### src/rtl/rxm_pkg.sv
package rxm_pkg;
    localparam int MASK_W = 8;
    localparam int OP_W   = 3;

    typedef enum logic [OP_W-1:0] {
        OP_RX_ON   = 3'd0,
        OP_TX_ON   = 3'd1,
        OP_RF_OFF  = 3'd2,
        OP_AUX_SET = 3'd3,
        OP_AUX_CLR = 3'd4
    } rxm_op_e;

    typedef struct packed {
        logic [MASK_W-1:0] mask;
        logic              tx_marks;
        logic              req;
    } rxm_state_t;
endpackage

### src/rtl/rxm_strobe_unit.sv
module rxm_strobe_unit
    import rxm_pkg::*;
#(
    parameter int RXON_BIT = 7,
    parameter int TXON_BIT = 6,
    parameter int AUX_BIT  = 5
) (
    input  logic [MASK_W-1:0] mask_i,
    input  logic              valid_i,
    input  logic [OP_W-1:0]   op_i,
    input  logic              tx_marks_i,
    output logic [MASK_W-1:0] strobe_mask_o
);
    always_comb begin
        strobe_mask_o = mask_i;
        if (valid_i) begin
            case (rxm_op_e'(op_i))
                OP_RX_ON:   strobe_mask_o[RXON_BIT] = 1'b1;
                OP_TX_ON:   if (tx_marks_i) strobe_mask_o[TXON_BIT] = 1'b1;
                OP_RF_OFF:  strobe_mask_o = '0;
                OP_AUX_SET: strobe_mask_o[AUX_BIT] = 1'b1;
                OP_AUX_CLR: strobe_mask_o[AUX_BIT] = 1'b0;
                default:    strobe_mask_o = mask_i;
            endcase
        end
    end
endmodule

### src/rtl/rxm_bus_merge.sv
module rxm_bus_merge
    import rxm_pkg::*;
(
    input  logic [MASK_W-1:0] strobe_mask_i,
    input  logic              set_wr_i,
    input  logic [MASK_W-1:0] set_data_i,
    input  logic              clr_wr_i,
    input  logic [MASK_W-1:0] clr_data_i,
    output logic [MASK_W-1:0] next_mask_o
);
    logic [MASK_W-1:0] set_eff;
    logic [MASK_W-1:0] clr_eff;

    assign set_eff = set_wr_i ? set_data_i : '0;
    assign clr_eff = clr_wr_i ? clr_data_i : '0;

    for (genvar i = 0; i < MASK_W; i++) begin : g_bit
        logic claimed;
        assign claimed = set_eff[i] | clr_eff[i];
        // a claimed bit follows the bus (clear over set); others follow the strobe
        assign next_mask_o[i] = claimed ? ~clr_eff[i] : strobe_mask_i[i];
    end

    always_comb begin
        assert (((next_mask_o & clr_eff) == '0)) else $error("assert_clear_dominates_R7");
    end
endmodule

### src/rtl/rx_mask_arbiter.sv
module rx_mask_arbiter
    import rxm_pkg::*;
#(
    parameter int   RXON_BIT  = 7,
    parameter int   TXON_BIT  = 6,
    parameter int   AUX_BIT   = 5,
    parameter logic CFG_RESET = 1'b1
) (
    input  logic              clk,
    input  logic              rst_n,
    input  logic              cmd_valid,
    input  logic [OP_W-1:0]   cmd_op,
    input  logic              set_wr,
    input  logic [MASK_W-1:0] set_data,
    input  logic              clr_wr,
    input  logic [MASK_W-1:0] clr_data,
    input  logic              cfg_wr,
    input  logic              cfg_wdata,
    output logic              tx_mark_q,
    output logic [MASK_W-1:0] mask_q,
    output logic              rx_req
);
    rxm_state_t st_d, st_q;
    logic [MASK_W-1:0] strobe_mask;
    logic [MASK_W-1:0] merged_mask;

    rxm_strobe_unit #(
        .RXON_BIT(RXON_BIT),
        .TXON_BIT(TXON_BIT),
        .AUX_BIT (AUX_BIT)
    ) u_strobe (
        .mask_i       (st_q.mask),
        .valid_i      (cmd_valid),
        .op_i         (cmd_op),
        .tx_marks_i   (st_q.tx_marks),
        .strobe_mask_o(strobe_mask)
    );

    rxm_bus_merge u_merge (
        .strobe_mask_i(strobe_mask),
        .set_wr_i     (set_wr),
        .set_data_i   (set_data),
        .clr_wr_i     (clr_wr),
        .clr_data_i   (clr_data),
        .next_mask_o  (merged_mask)
    );

    always_comb begin
        st_d      = st_q;
        st_d.mask = merged_mask;
        st_d.req  = |merged_mask;
        if (cfg_wr) st_d.tx_marks = cfg_wdata;
    end

    always_ff @(posedge clk or negedge rst_n) begin
        if (!rst_n) begin
            st_q <= '{mask: '0, tx_marks: CFG_RESET, req: 1'b0};
        end else begin
            st_q <= st_d;
        end
    end

    assign mask_q    = st_q.mask;
    assign rx_req    = st_q.req;
    assign tx_mark_q = st_q.tx_marks;

    logic bus_idle;
    logic [MASK_W-1:0] set_only;
    assign bus_idle = !set_wr && !clr_wr;
    assign set_only = (set_wr ? set_data : '0) & ~(clr_wr ? clr_data : '0);

    assert_rxon_R2: assert property (@(posedge clk) disable iff (!rst_n)
        (cmd_valid && cmd_op == OP_RX_ON && bus_idle) |=> mask_q[RXON_BIT]);

    assert_txoff_R3: assert property (@(posedge clk) disable iff (!rst_n)
        (cmd_valid && cmd_op == OP_TX_ON && !tx_mark_q && bus_idle) |=> $stable(mask_q));

    assert_rfoff_R4: assert property (@(posedge clk) disable iff (!rst_n)
        (cmd_valid && cmd_op == OP_RF_OFF && bus_idle) |=> (mask_q == '0));

    assert_setport_R6: assert property (@(posedge clk) disable iff (!rst_n)
        set_wr |=> ((mask_q & $past(set_only)) == $past(set_only)));

    assert_clrport_R7: assert property (@(posedge clk) disable iff (!rst_n)
        clr_wr |=> ((mask_q & $past(clr_data)) == '0));

    assert_req_tracks_R9: assert property (@(posedge clk) disable iff (!rst_n)
        rx_req == (mask_q != '0));

    assert_cfg_load_R10: assert property (@(posedge clk) disable iff (!rst_n)
        cfg_wr |=> (tx_mark_q == $past(cfg_wdata)));
endmodule

### config.mk
export PLATFORM = sky130hd
export DESIGN_NAME = rx_mask_arbiter
export DESIGN_NICKNAME = d
export VERILOG_FILES = /design/src/rtl/rxm_pkg.sv /design/src/rtl/rxm_strobe_unit.sv /design/src/rtl/rxm_bus_merge.sv /design/src/rtl/rx_mask_arbiter.sv
export SDC_FILE = /design/constraint.sdc
export NUM_CORES = 1
export LEC_CHECK = 0
export ABC_CLOCK_PERIOD_IN_PS = 3630
export BUFFER_PORTS_ARGS = -buffer_cell sky130_fd_sc_hd__clkbuf_2
export CORE_MARGIN = 8
export CORE_UTILIZATION = 44
export DETAILED_ROUTE_END_ITERATION = 12
export GPL_TIMING_DRIVEN = 0
export PLACE_DENSITY = 0.82
export SLEW_MARGIN = 10
export SYNTH_ARGS = -nofsm -noshare
export SYNTH_HDL_FRONTEND = slang
export SYNTH_SLANG_ARGS = --single-unit
### constraint.sdc
create_clock -name clk -period 3.63 [get_ports clk]
set_input_delay 0.1815 -clock clk [delete_from_list [all_inputs] [get_ports clk]]
set_output_delay 0.1815 -clock clk [all_outputs]
set_load 0.01 [all_outputs]
## Word-level counts from Yosys, hierarchy flattened

Index checks and enable logic that the tools add are counted.

- Equality and inequality tests: 4
- Mux-type cells: 16
- Bitwise logic cells: 16
- Reduce and logical (&&, ||, !) cells: 3

Operators by type and width:

| operator | count |
|---|---|
| 8-bit two-way mux | 3 |
| 1-bit two-way mux | 9 |
| 1-bit NOT | 8 |
| 1-bit OR | 8 |
| 8-bit OR reduction | 1 |
| 3-bit by 2-bit equality test with 1-bit output (second input constant) | 2 |
| 1-bit case mux with 2 select lines | 3 |
| 5-bit two-way mux | 1 |
| 3-bit by 1-bit equality test with 1-bit output (second input constant) | 1 |
| 3-bit equality test (second input constant) | 1 |
| 3-bit logical NOT | 1 |
| 2-bit OR reduction | 1 |

- Register bits after elaboration: 10
- Input bits: 26
- Output and inout port bits: 10
- Word-level logic and storage cells: 42

## Depth between registers and ports, before layout

- Word-level depth: 6
- Gate-level depth with buffers: 6
- Mapped depth without buffers: 5

## By module

Synthesis repeated with hierarchy kept, for this count alone.

- Cells, all modules: 49
- Area total of the unflattened synthesis: 579.3 µm²

By module, submodules not included:

| module | instances | cells an instance | area each (µm²) | seq. area each (µm²) |
|---|---|---|---|---|
| rx_mask_arbiter | 1 | 14 | 279.0 | 251.5 |
| rxm_bus_merge | 1 | 18 | 156.4 | 0.0 |
| rxm_strobe_unit | 1 | 17 | 143.9 | 0.0 |

## Worst setup path before layout

Ideal clock, no wire load.

- Path type: reg2reg
- From: register st_q, in the netlist mask_q[2]
- To: register st_q, in the netlist rx_req
- Library setup time: 139 ps
- Arrival: 1327 ps
- Data required time: 3491 ps
- Slack: 2164 ps
- Stages on the path, launching flop included: 6
- Buffers on the path: 0
- Clock period less this slack: 1466 ps
- Path through: dfrtp_1 > a21oi_1 > a21oi_1 > nor4_1 > o21ai_0 > or4_1

RTL lines:

| item | line | RTL |
|---|---|---|
| start, declared | rx_mask_arbiter.sv:23 | `rxm_state_t st_d, st_q;` |
| start signal, assigned | rx_mask_arbiter.sv:57 | `st_q <= '{mask: '0, tx_marks: CFG_RESET, req: 1'b0};` |
| start signal, assigned | rx_mask_arbiter.sv:59 | `st_q <= st_d;` |

==> impl_metrics.py <==
metrics = {
    "status": {
        "status": "finished, final reports clean",
    },
    "power_and_ir_drop": {
        "switchingPower_uw": 90.6,
        "p_int_uw": 205,
        "finalPower_uw": 296,
        "p_sw_share_pct": 30.6,
        "clkPwrFrac_pct": 27.8,
        "power_leakage_nw": 0.410,
        "p_comb_share_pct": 27.5,
        "power.density_nw_per_um2": 362,
        "irDropWorstVdd_mv": 0.235,
        "seq_power_share_pct": 44.7,
    },
    "synth": {
        "ys_types": 29,
        "synth_fp_nets": 90,
        "avgSynthCellArea_um2": 9.25,
        "ys_seq_elements": 10,
        "synthCells": 64,
        "yosysWarnings": 0,
        "yosysSeqAreaShare_pct": 42.5,
        "synth.cell_area_um2": 592,
    },
    "sta": {
        "tightest_slew_ns": 0.373,
        "final.setup.tns_ns": 0,
        "whs_ns": 0.0940,
        "grt_setup_unrepaired": "no",
        "hold_viol_final": 0,
        "slew_violations": 0,
        "setup_violations": 0,
        "fin_crit_ns": 1.58,
        "max_clock_freq_mhz": 631,
        "min_period_over_period_pct": 43.7,
        "skew_ns": 0.0113,
        "slew_headroom_pct": 75.1,
    },
    "layout": {
        "drive_gt1_share_pct": 43.7,
        "syn_to_final_growth_pct": 38.1,
        "fin_area_um2": 817,
        "fillerInstances": 112,
        "nNetsFinal": 130,
        "fin_util_pct": 63.6,
        "diodes": 0,
    },
    "worst_setup_path": {
        "cp_max_fo": 2,
        "arrival_ns": 1.72,
        "cp_data_required_time_ns": 3.76,
        "slowest_delay_ns": 0.46,
        "end_kind": "flip-flop",
        "r2r_slack_ns": 2.05,
        "critPathSlowestCell": "or4_1",
        "criticalPathCategory": "reg2reg",
        "path_common_cell": "a21oi_1",
        "cp-start-kind": "flip-flop",
        "worstPathCellList": "a21oi_1 -> a21oi_1 -> nor4_1 -> o21ai_0 -> or4_1",
    },
    "flow_run": {
        "drv_cap": 0,
    },
    "hold_path": {
        "hold_path.class": "in2reg",
    },
    "global_route": {
        "gr-usage-all-layers_pct": 13.9,
        "grt_max_degree": 11,
        "grt_pass1_vias": 635,
        "antenna_found_initial": 0,
        "grt_pass1_wl_mm": 2.86,
        "grt_overflow": 0,
    },
    "clocking": {
        "cts_htree_levels": 1,
        "cts_tree": "yes",
        "post-cts-setup-buffers": 0,
        "worstSkewPairLatency_ns": 0.27,
        "cts.clk_slew.worst_paths_ns": 0.07,
        "root_buffer": "clkbuf_4",
        "cts_max_path_buffers": 2,
        "cts_buffers": 3,
        "cts_sinks": 10,
    },
    "floorplanning": {
        "rows": 13,
        "ioPinCount": 36,
        "start_util_pct": 46.1,
        "die_h_um": 52.7,
        "dieArea_um2": 2770,
        "core_region_area_um2": 1280,
        "die_x_um": 52.7,
    },
    "route": {
        "routed_via_density": 5.62,
        "m1WireLength_um": 652,
        "wl_met3_um": 156,
        "wl_per_cell_um": 15.5,
        "ant_nets": 0,
        "dr_wl_met2_um": 949,
        "first_iter_violations": 26,
        "drc_errors": 0,
        "dr.max_layer_used": "met4",
        "vias": 663,
        "finalWirelength_mm": 1.83,
        "first_pass_iters": 5,
    },
    "place": {
        "port-buffer-count": 34,
        "gp_congestion": 0.848,
        "place_area_um2": 781,
    },
}
## synth_stat cells (all sizes together)
master	instances	area, um^2
or4	1	7.51
nand2	8	30.0
buf	2	16.3
a41oi	1	8.76
a21boi	4	30.0
mux2i	1	10.0
nor4	1	6.26
nand3	1	5.00
a22oi	1	7.51
a32oi	1	8.76
dfrtp	9	225
nand2b	1	6.26
nand3b	1	7.51
o31ai	1	7.51
a21oi	11	62.6
nor2	2	7.51
o22ai	3	18.8
o21ai	2	10.0
dfstp	1	26.3
nor3b	1	18.8
and2	3	20.0
a221oi	1	8.76
inv	5	18.8
mux2	1	11.3
and4bb	1	12.5
## cells in the final DEF (no fill, tap or decap), drive strengths merged
master,netlist,layout
nor4,1,1
nor2,2,2
inv,5,5
nand3,1,1
o22ai,3,3
o31ai,1,1
a32oi,1,1
nand2,8,8
nor3b,1,1
a41oi,1,1
dlygate4sd3,0,1
mux2i,1,1
buf,2,2
a22oi,1,1
nand2b,1,1
mux2,1,1
o21ai,2,2
and2,3,3
or4,1,1
clkbuf,0,38
dfrtp,9,9
a21boi,4,4
a21oi,11,11
and4bb,1,1
nand3b,1,1
a221oi,1,1
dfstp,1,1
## sequential cells by signal, summed over array words and instances (netlist names)
| register | count |
|---|---|
| rx_req | 1 |
| mask_q | 8 |
| tx_mark_q | 1 |
## power groups by stage
stage | Sequential (mW) | Clock (mW) | Combinational (mW)
after floorplan | 0.140 | 0 | 0.0347
after global placement | 0.134 | 0 | 0.0789
after detailed placement | 0.134 | 0 | 0.0809
after CTS | 0.132 | 0.0852 | 0.0823
after global routing | 0.134 | 0.0894 | 0.0909
final | 0.132 | 0.0822 | 0.0815
## kinds of logic after synthesis
family                 synth area share (%)
AO/OA/AOI/OAI                          27.5
buffers and inverters                  5.92
flip-flops                             42.5
multiplexers                           3.59
AND/OR/NAND/NOR                        20.5
## per-layer routing
layer / GRT usage, % / vias to the layer above
li1: - / 311
met1: 14.7 / 313
met2: 23.1 / 33
met3: 4.55 / 6
met4: 9.05 / 0
met5: 0 / -
## through the flow
step	instances	worst slack, ns
after floorplan	64	2.16
after global placement	113	2.09
after detailed placement	113	2.05
after CTS	118	2.06
after global routing	118	1.93
final	118	2.05
## cell type report
| class | instances | area, um^2 | share of cell area, % |
|---|---|---|---|
| tap | 15 | 18.8 | 2.30 |
| sequential | 10 | 251 | 30.8 |
| timing repair buffer | 35 | 180 | 22.1 |
| multi-input combinational | 47 | 305 | 37.4 |
| clock buffer | 4 | 26.3 | 3.22 |
| inverter | 5 | 18.8 | 2.30 |
| buffer | 2 | 16.3 | 1.99 |
## repair_timing
item,CTS,global route
hold buffers,1,0
hold endpoints to repair,9,0
gates resized for setup,0,0
## path summary, 6_finish.rpt
check / end / start / cells after the start
worst max-delay path: rx_req / mask_q[2] / 5
worst min-delay path: mask_q[6] / clr_data[6] / 2
worst max register to register: rx_req / mask_q[2] / 5
worst min register to register: mask_q[4] / mask_q[4] / 2
max in group asynchronous: tx_mark_q / rst_n / 2
min in group asynchronous: mask_q[1] / rst_n / 2
## worst max-delay path: cells and delay by family, from the launching register on
kind / cells / cell delay [ns]
AOI/OAI and AO/OA: 3 / 0.30
DFF: 1 / 0.39
and+or+nand+nor: 2 / 0.76
(Power assumes the default switching activity.)
